[src/rtl/smram_ctl_regs.sv]
module smram_ctl_regs #(
  parameter int XSZ = 16,
  parameter logic [7:0] OFF_XSZ = 8'h50,
  parameter logic [7:0] OFF_CTL = 8'h52
) (
  input  logic        clk,
  input  logic        rst_n,
  input  logic        cfg_wr,
  input  logic [7:0]  cfg_off,
  input  logic [1:0]  cfg_be,
  input  logic [15:0] cfg_wdata,
  output logic [15:0] cfg_rdata,
  output logic        smm_open,
  output logic        smm_lock,
  output logic        smm_glb_en,
  output logic        smm_high_en,
  output logic        tseg_en,
  output logic [1:0]  tseg_sz
);
  localparam logic [15:0] XSZ_V  = 16'(XSZ);
  localparam logic [7:0]  SM_WM  = 8'h58;
  localparam logic [7:0]  EX_WM  = 8'h87;

  logic       r_open, r_lock, r_glb, r_high, r_ten;
  logic [1:0] r_tsz;
  logic [15:0] r_xsz;

  logic [7:0] sm_cur, ex_cur, sm_wm, ex_wm, sm_nxt, ex_nxt;
  logic [15:0] xsz_mrg;
  logic hit_x, hit_c;

  assign hit_x  = cfg_off == OFF_XSZ;
  assign hit_c  = cfg_off == OFF_CTL;
  assign sm_cur = {1'b0, r_open, 1'b0, r_lock, r_glb, 3'b010};
  assign ex_cur = {r_high, 1'b0, 3'b111, r_tsz, r_ten};
  assign sm_wm  = r_lock ? 8'h00 : SM_WM;
  assign ex_wm  = r_lock ? 8'h00 : EX_WM;
  assign sm_nxt = (sm_cur & ~sm_wm) | (cfg_wdata[7:0] & sm_wm);
  assign ex_nxt = (ex_cur & ~ex_wm) | (cfg_wdata[15:8] & ex_wm);
  assign xsz_mrg = {cfg_be[1] ? cfg_wdata[15:8] : r_xsz[15:8],
                    cfg_be[0] ? cfg_wdata[7:0]  : r_xsz[7:0]};

  always_ff @(posedge clk or negedge rst_n) begin
    if (!rst_n) begin
      r_open <= 1'b0;
      r_lock <= 1'b0;
      r_glb  <= 1'b0;
      r_high <= 1'b0;
      r_ten  <= 1'b0;
      r_tsz  <= 2'b00;
      r_xsz  <= XSZ_V;
    end else if (cfg_wr) begin
      if (hit_c && cfg_be[0]) begin
        r_lock <= sm_nxt[4];
        r_glb  <= sm_nxt[3];
        r_open <= sm_nxt[6] & ~sm_nxt[4];
      end
      if (hit_c && cfg_be[1]) begin
        r_high <= ex_nxt[7];
        r_tsz  <= ex_nxt[2:1];
        r_ten  <= ex_nxt[0];
      end
      if (hit_x)
        r_xsz <= (XSZ != 0 && xsz_mrg == 16'hffff) ? XSZ_V : xsz_mrg;
    end
  end

  assign cfg_rdata   = hit_x ? r_xsz : hit_c ? {ex_cur, sm_cur} : 16'h0000;
  assign smm_open    = r_open;
  assign smm_lock    = r_lock;
  assign smm_glb_en  = r_glb;
  assign smm_high_en = r_high;
  assign tseg_en     = r_ten;
  assign tseg_sz     = r_tsz;
endmodule


[config.mk]
export PLATFORM = sky130hd
export DESIGN_NAME = smram_ctl_regs
export DESIGN_NICKNAME = d
export VERILOG_FILES = /design/src/rtl/smram_ctl_regs.sv
export SDC_FILE = /design/constraint.sdc
export NUM_CORES = 1
export LEC_CHECK = 0
export BUFFER_PORTS_ARGS = -buffer_cell sky130_fd_sc_hd__buf_2
export CORE_MARGIN = 3
export CORE_UTILIZATION = 30
export CTS_BUF_LIST = sky130_fd_sc_hd__clkbuf_4
export DETAILED_ROUTE_END_ITERATION = 16
export GPL_ROUTABILITY_DRIVEN = 0
export SKIP_CTS_REPAIR_TIMING = 1
export SLEW_MARGIN = 40
export SYNTH_ARGS = -nofsm -noshare
export SYNTH_HDL_FRONTEND = slang
export SYNTH_SLANG_ARGS = --single-unit
[constraint.sdc]
create_clock -name clk -period 2 [get_ports clk]
set_input_delay 0 -clock clk [delete_from_list [all_inputs] [get_ports clk]]
set_output_delay 0 -clock clk [all_outputs]
set_load 0.01 [all_outputs]
==> results.sh, run 1 <==
export IMPL_cts_tree="done"
export IMPL_min_path_type="in -> reg"
export IMPL_grt_max_degree=32
export IMPL_portBuffers=51
export IMPL_area_growth_syn_to_layout_pct=32.2
export IMPL_clk_pin_slew_ns=0.13
export IMPL_rows=24
export IMPL_die_h_um=74.8
export IMPL_viasPerCell=5.04
export IMPL_r2r_setup_slack_ns=0.32
export IMPL_fin_skew_ns=0.00277
export IMPL_synth_cell_types=30
export IMPL_min_from="cfg_wr"
export IMPL_clock_sinks=23
export IMPL_yosys_area_top_type="dfrtp_1"
export IMPL_fin_util=0.419
export IMPL_grt_pass1_wl_um=6220
export IMPL_powerDensity_mw_per_mm2=439
export IMPL_fin_setup_tns_ns=0
export IMPL_syn_area_per_cell_um2=8.93
export IMPL_drtIter0Drc=75
export IMPL_worst_setup_path_end_kind="flop"
export IMPL_worst_pin_slew_ns=0.511
export IMPL_drive_above_1_share=0.342
export IMPL_rsz0062_at_grt="no"
export IMPL_ys_ff_latch=23
export IMPL_cts_root_buf="clkbuf_4"
export IMPL_ys_seq_area_frac=0.406
export IMPL_antenna_found_initial=0
export IMPL_ys_top_cells_by_area="dfrtp_1 (39%), o21ai_0 (6.7%), nand3b_1 (6.3%), nor3_1 (5.3%), nor2_1 (4.8%)"
export IMPL_synth_top_cell_area_share=0.388
export IMPL_via_count=1365
export IMPL_fillers=472
export IMPL_ant_nets=0
export IMPL_power_mw=0.823
export IMPL_ir_drop_mv=0.175
export IMPL_grt_overflow_total=0
export IMPL_p_leak_nw=0.929
export IMPL_design_area_mm2=0.00188
export IMPL_required_ns=2.26
export IMPL_die_w_um=74.8
export IMPL_firstDrtPassIters=4
export IMPL_antenna_cells=0
export IMPL_maxSlewHeadroom=0.659
export IMPL_grt_use_total=0.145
export IMPL_ios=52
export IMPL_clockBufferDepth=2
export IMPL_cp_arrival_ns=2.08
export IMPL_crit_start="cfg_off[3]"
export IMPL_placed_area_mm2=0.00177
export IMPL_setup_violations=0
export IMPL_core_area_mm2=0.00447
export IMPL_synth_cell_area_mm2=0.00142
export IMPL_cts_buffers=3
export IMPL_htree_levels=1
export IMPL_finalNetCount=249
export IMPL_max_freq_mhz=549
export IMPL_multi_input_area_um2=793
export IMPL_path_max_fanout=5
export IMPL_drt_total_wl_um=3900
export IMPL_maxCapViolCount=0
export IMPL_post_route_drc_count=0
export IMPL_finalMaxSlewViolations=0
export IMPL_status="complete, no violations"
export IMPL_worstSetupPathType="in -> reg"
export IMPL_yosys_warnings=0
export IMPL_fin_crit_ns=1.82
export IMPL_seq_area_um2=577
export IMPL_dieArea_mm2=0.00560
export IMPL_clock_latency_ns=0.31
export IMPL_syn_inst=159
export IMPL_hold_violations=0
export IMPL_dp_hpwl_um=2870
export IMPL_initial_core_util=0.317
export IMPL_fin_crit_sh=0.910
export IMPL_avgRoutedWirePerCell_um=14.4
export IMPL_r2r_start="r_xsz[4]$_DFFE_PN1P_"
export IMPL_synth_nets=188
export IMPL_worstSetupStartpointType="input pin"
export IMPL_grt_pass1_vias=1314
-- power breakdown --
group          switching [mW]  internal [mW]
registers             0.00445          0.470
logic                  0.0622         0.0534
clock network           0.142         0.0914
-- cell usage after synthesis --
cell and number:
o41ai_1 1, or4b_4 1, nand4b_1 1, nor3_1 15, nand2b_1 1, a22o_1 7
buf_6 1, nand4_1 2, nor4_1 1, nor2b_1 2, nand3b_1 12, dfstp_2 1
a41o_1 1, nand3_1 8, nor4_4 2, clkbuf_1 7, buf_2 2, nor2_1 18
a21o_1 4, nor3_4 1, nand2_1 10, nor4b_2 1, dfrtp_1 22, o21ai_1 2
mux2i_1 2, nand2_2 1, inv_1 3, and2_1 5, mux2_2 6, o21ai_0 19
-- cell families (layout without fill, tap and decap cells) --
logic type,count (synthesis),count (layout),share of synthesized area
and+or+nand+nor,81,81,0.339
DFF,23,23,0.406
buffers and inverters,13,73,0.0414
AOI/OAI and AO/OA,34,34,0.152
muxes,8,8,0.0617
-- area by class of cell --
type,count,share of cell area
clock buffers,4,0.0160
repair buffers,66,0.213
flip-flops and latches,23,0.307
well taps,52,0.0347
multi-input cells,123,0.423
inverters,3,0.00600
-- critical path, stage by stage --
cell	delay, ns
buf_2	0.10
or4b_4	0.59
nor4_4	0.37
nand3_1	0.18
o41ai_1	0.26
dlygate4sd3_1	0.59
-- routing by layer --
metal / global-route usage / wire, um / up-vias
li1: - / - / 694
met1: 0.210 / 1970 / 632
met2: 0.219 / 1710 / 37
met3: 0.0280 / 195 / 2
met4: 0.0455 / 27 / 0
met5: 0 / 0 / -
-- per-stage QoR --
stage,setup slack (ns),hold WS (ns),instances
after detailed placement,0.173,0.0124,259
after global routing,0.0993,0.0200,271
after global placement,0.226,0.0109,259
after CTS,0.263,-0.336,263
final,0.179,0.0220,271
after floorplan,0.327,-0.296,159
-- cell usage in the layout, fill, tap and decap left out, drive strengths merged, types with 2 or more instances in the layout --
cell type / Yosys / layout
mux2: 6 / 6
o21ai: 21 / 21
nor3: 16 / 16
nand4: 2 / 2
nor2: 18 / 18
a21o: 4 / 4
nand3: 8 / 8
nor2b: 2 / 2
mux2i: 2 / 2
nor4: 3 / 3
a22o: 7 / 7
clkbuf: 7 / 4
nand3b: 12 / 12
buf: 3 / 58
dfrtp: 22 / 22
and2: 5 / 5
nand2: 11 / 11
dlygate4sd3: 0 / 8
inv: 3 / 3
-- final timing paths --
kind | to | depth (start not counted)
max | smm_open$_DFFE_PN0P_ | 6
min | smm_lock$_DFFE_PN0P_ | 2
max reg2reg | r_xsz[12]$_DFFE_PN0P_ | 6
min reg2reg | flop | 1
max in group asynchronous | r_xsz[4]$_DFFE_PN1P_ | 2
min in group asynchronous | r_xsz[11]$_DFFE_PN0P_ | 2
(Power assumes the default switching activity.)
==> run 2, diff against run 1 <==
CORE_UTILIZATION = 45   (was 30)
PLACE_DENSITY = 0.74   (was unset)
==> run 2 against run 1 <==
Compared with the run above: register-to-register slack improved by 0.12 ns; routed wire length fell by 4.9%; maximum frequency increased by 4.5%; global-route usage rose by 4.4 points; sequential cell count unchanged; die area decreased by 31%.
==> results.sh, run 2 (synthesis gave the netlist of run 1 again) <==
export IMPL_status="complete, no violations"
export IMPL_fin_skew_ns=0.000668
export IMPL_finalMaxSlewViolations=0
export IMPL_place_ws_ns=0.227
export IMPL_drt_total_wl_um=3710
export IMPL_fin_util=0.645
export IMPL_via_count=1405
export IMPL_grt_pass1_vias=1321
export IMPL_grt_use_total=0.189
export IMPL_path_buf_inv=2
export IMPL_final_common_cell="buf_2"
export IMPL_p_int_mw=0.614
export IMPL_path_max_fanout=4
export IMPL_pwr_share_seq=0.583
export IMPL_max_freq_mhz=574
export IMPL_worstSetupPathType="in -> reg"
export IMPL_dp_hpwl_um=2790
export IMPL_path_cells="buf_2 > or4b_4 > nor4_4 > nand3_1 > o41ai_1 > dlygate4sd3_1"
export IMPL_cts_buffers=3
export IMPL_fin_crit_sh=0.871
export IMPL_antenna_found_initial=0
export IMPL_core_area_mm2=0.00288
export IMPL_portBuffers=51
export IMPL_area_growth_syn_to_layout_pct=30.7
export IMPL_initial_core_util=0.494
export IMPL_setup_violations=0
export IMPL_clock_latency_ns=0.30
export IMPL_rsz0062_at_grt="no"
export IMPL_hold_violations=0
export IMPL_worstSetupStartpointType="input pin"
export IMPL_firstDrtPassIters=4
export IMPL_worst_setup_path_end_kind="flop"
export IMPL_worst_pin_slew_ns=0.532
export IMPL_powerDensity_mw_per_mm2=439
export IMPL_p_sw_mw=0.201
export IMPL_drive_above_1_share=0.339
export IMPL_antenna_cells=0
export IMPL_crit_slowest_cell="or4b_4"
export IMPL_ios=52
export IMPL_clock_sinks=23
export IMPL_clockBufferDepth=2
export IMPL_cpPeakStageDelay_ns=0.59
export IMPL_htree_levels=1
export IMPL_p_leak_nw=0.925
export IMPL_post_route_drc_count=0
export IMPL_ant_nets=0
export IMPL_combPwrFrac=0.141
export IMPL_grt_overflow_total=0
export IMPL_fin_cells=260
export IMPL_fin_ws_ns=0.258
export IMPL_power_mw=0.814
export IMPL_avgRoutedWirePerCell_um=14.3
export IMPL_dpl_cell_count=248
export IMPL_clk_pin_slew_ns=0.12
export IMPL_rows=19
export IMPL_maxSlewHeadroom=0.646
export IMPL_required_ns=2.25
export IMPL_min_path_type="in -> reg"
export IMPL_maxCapViolCount=0
export IMPL_crit_family="simple AND/OR/NAND/NOR gates"
export IMPL_p_clk_frac=0.277
export IMPL_final_cell_mix="buf_2 (51), dfrtp_1 (22), o21ai_0 (19)"
export IMPL_fin_crit_ns=1.74
export IMPL_dieArea_mm2=0.00387
export IMPL_die_w_um=62.2
export IMPL_cp_arrival_ns=2.00
export IMPL_finalNetCount=248
export IMPL_viasPerCell=5.40
export IMPL_drtIter0Drc=47
export IMPL_die_h_um=62.2
export IMPL_ir_drop_mv=0.449
export IMPL_fin_setup_tns_ns=0
export IMPL_grt_max_degree=32
export IMPL_cts_tree="done"
export IMPL_p_sw_frac=0.246
export IMPL_cts_root_buf="clkbuf_4"
export IMPL_grt_pass1_wl_um=6140
[run 2: layer usage]
metal  GRT usage  share of wire  up-vias  wire, um
met5           0              0        -         0
met4      0.0166         0.0027        0        10
met3      0.0450          0.057        2       212
met2       0.356           0.53       37      1960
met1       0.225           0.41      676      1520
li1            -              -      690         -
[run 2: power groups by stage]
stage,clock [mW],sequential [mW],combinational [mW]
finish,0.225,0.474,0.115
CTS,0.232,0.475,0.105
detailed placement,0,0.483,0.104
floorplan,0,0.484,0.0432
global placement,0,0.483,0.101
global route,0.252,0.475,0.127
[run 2: final cells by class]
class / count / area, um^2
inverter: 3 / 11.3
timing repair buffer: 65 / 393
sequential: 23 / 577
tap: 42 / 52.6
multi-input combinational: 123 / 793
clock buffer: 4 / 30.0
fill: 257 / 1020
[run 2: final timing paths]
check,slack (ns),from,cells past startpoint,end
min in group asynchronous,0.19,rst_n,2,r_xsz[2]$_DFFE_PN0P_
max reg2reg,0.44,r_xsz[4]$_DFFE_PN1P_,6,r_xsz[10]$_DFFE_PN0P_
max in group asynchronous,1.45,rst_n,2,r_xsz[4]$_DFFE_PN1P_
min reg2reg,0.55,flop,1,flop
min,0.03,cfg_wr,2,smm_lock$_DFFE_PN0P_
max,0.26,cfg_off[3],6,smm_open$_DFFE_PN0P_
[run 2: stage by stage]
| stage | cell area (um^2) | hold WS, ns |
|---|---|---|
| global placement | 1750 | 0.00561 |
| CTS | 1780 | -0.332 |
| global route | 1860 | 0.0234 |
| floorplan | 1420 | -0.296 |
| detailed placement | 1750 | 0.0119 |
| finish | 1860 | 0.0318 |
==> run 3, diff against run 2 <==
CORE_UTILIZATION = 51   (was 45)
PLACE_DENSITY = 0.82   (was 0.74)
==> run 3 against run 2 <==
Compared with the run above: global-route usage is 3.2 points higher; clock skew is 0.0047 ns higher; final cell count is 4.6% lower; final area is 1.5% lower.
==> results.sh, run 3 (synthesis gave the netlist of run 1 again) <==
export IMPL_drive_above_1_share=0.339
export IMPL_cts_root_buf="clkbuf_4"
export IMPL_grt_use_total=0.221
export IMPL_htree_levels=1
export IMPL_final_common_cell="buf_2"
export IMPL_fin_ws_ns=0.198
export IMPL_dieArea_mm2=0.00345
export IMPL_ir_drop_mv=0.317
export IMPL_fin_cells=248
export IMPL_hold_violations=0
export IMPL_reg2reg_depth=6
export IMPL_firstDrtPassIters=4
export IMPL_maxCapViolCount=0
export IMPL_worstHoldEndpoint="smm_lock$_DFFE_PN0P_"
export IMPL_viasPerCell=5.72
export IMPL_ios=52
export IMPL_fin_setup_tns_ns=0
export IMPL_maxSlewHeadroom=0.655
export IMPL_antenna_cells=0
export IMPL_antenna_found_initial=0
export IMPL_finalNetCount=248
export IMPL_worstSetupStartpointType="input pin"
export IMPL_r2r_end="r_xsz[6]$_DFFE_PN0P_"
export IMPL_drtIter0Drc=67
export IMPL_fin_skew_ns=0.00535
export IMPL_cts_buffers=3
export IMPL_rows=18
export IMPL_via_count=1418
export IMPL_avgRoutedWirePerCell_um=14.6
export IMPL_powerDensity_mw_per_mm2=445
export IMPL_grt_max_degree=25
export IMPL_cp_arrival_ns=2.05
export IMPL_grt_overflow_total=0
export IMPL_p_leak_nw=0.922
export IMPL_core_area_mm2=0.00257
export IMPL_fin_crit_sh=0.901
export IMPL_fin_crit_ns=1.80
export IMPL_worstHoldPathCells=2
export IMPL_status="complete, no violations"
export IMPL_setup_violations=0
export IMPL_ant_nets=0
export IMPL_place_ws_ns=0.171
export IMPL_dp_hpwl_um=2690
export IMPL_grt_pass1_vias=1356
export IMPL_path_max_fanout=6
export IMPL_portBuffers=51
export IMPL_area_growth_syn_to_layout_pct=28.8
export IMPL_grt_pass1_wl_um=6000
export IMPL_die_h_um=58.8
export IMPL_power_mw=0.815
export IMPL_required_ns=2.25
export IMPL_drt_total_wl_um=3630
export IMPL_die_w_um=58.8
export IMPL_max_freq_mhz=555
export IMPL_r2r_setup_slack_ns=0.51
export IMPL_final_cell_mix="buf_2 (51), dfrtp_1 (22), o21ai_0 (19)"
export IMPL_post_route_drc_count=0
export IMPL_clock_latency_ns=0.30
export IMPL_dpl_cell_count=236
export IMPL_rsz0062_at_grt="no"
export IMPL_worst_setup_path_end_kind="flop"
export IMPL_clock_sinks=23
export IMPL_r2r_start="r_xsz[4]$_DFFE_PN1P_"
export IMPL_initial_core_util=0.553
export IMPL_clockBufferDepth=2
export IMPL_clk_pin_slew_ns=0.12
export IMPL_min_from="cfg_wr"
export IMPL_finalMaxSlewViolations=0
export IMPL_worstSetupPathType="in -> reg"
export IMPL_holdWs_ns=0.0396
export IMPL_min_path_type="in -> reg"
export IMPL_cts_tree="done"
export IMPL_worst_pin_slew_ns=0.518
run 3: cell counts in the layout (fill, tap and decap cells not counted):
No cell type changed its count.
run 3: how the worst max path moves through the flow:
stage          slack [ns]  depth (start not counted)       start                     to
6_report             0.20                          6  cfg_off[3]   smm_open$_DFFE_PN0P_
5_1_grt              0.06                          6  cfg_off[3]   smm_open$_DFFE_PN0P_
4_1_cts              0.41                          6  cfg_off[3]           cfg_rdata[8]
3_5_place_dp         0.17                          6  cfg_off[3]                   flop
3_3_place_gp         0.21                          6  cfg_off[3]                   flop
2_1_floorplan        0.33                          6  cfg_off[3]  r_xsz[10]$_DFFE_PN0P_
run 3: power breakdown:
part           internal (mW)  switching [mW]
clock                 0.0912           0.135
combinational         0.0521          0.0616
sequential             0.470         0.00430
run 3: stage by stage:
stage | area, um^2 | utilization
4_1_cts | 1750 | 0.681
3_3_place_gp | 1720 | 0.670
5_1_grt | 1830 | 0.712
3_5_place_dp | 1720 | 0.670
2_1_floorplan | 1420 | -
6_report | 1830 | 0.712
run 3: final cells by class:
class,instances,area [um^2]
Tap cell,30,37.5
Clock buffer,4,30.0
Inverter,3,11.3
Sequential cell,23,577
Multi-Input combinational cell,123,793
Timing Repair Buffer,65,380
Fill cell,227,738
run 3: metal layers:
layer	vias up	global-route usage	routed length [um]
met3	0	0.0263	278
met1	670	0.300	1600
met2	59	0.372	1750
met5	-	0	0
met4	0	0.0583	0
li1	689	-	-
run 3: critical path, stage by stage:
cell and delay, ns:
buf_2 0.10, or4b_4 0.59, nor4_4 0.37, nand3_1 0.17, o41ai_1 0.24, dlygate4sd3_1 0.58
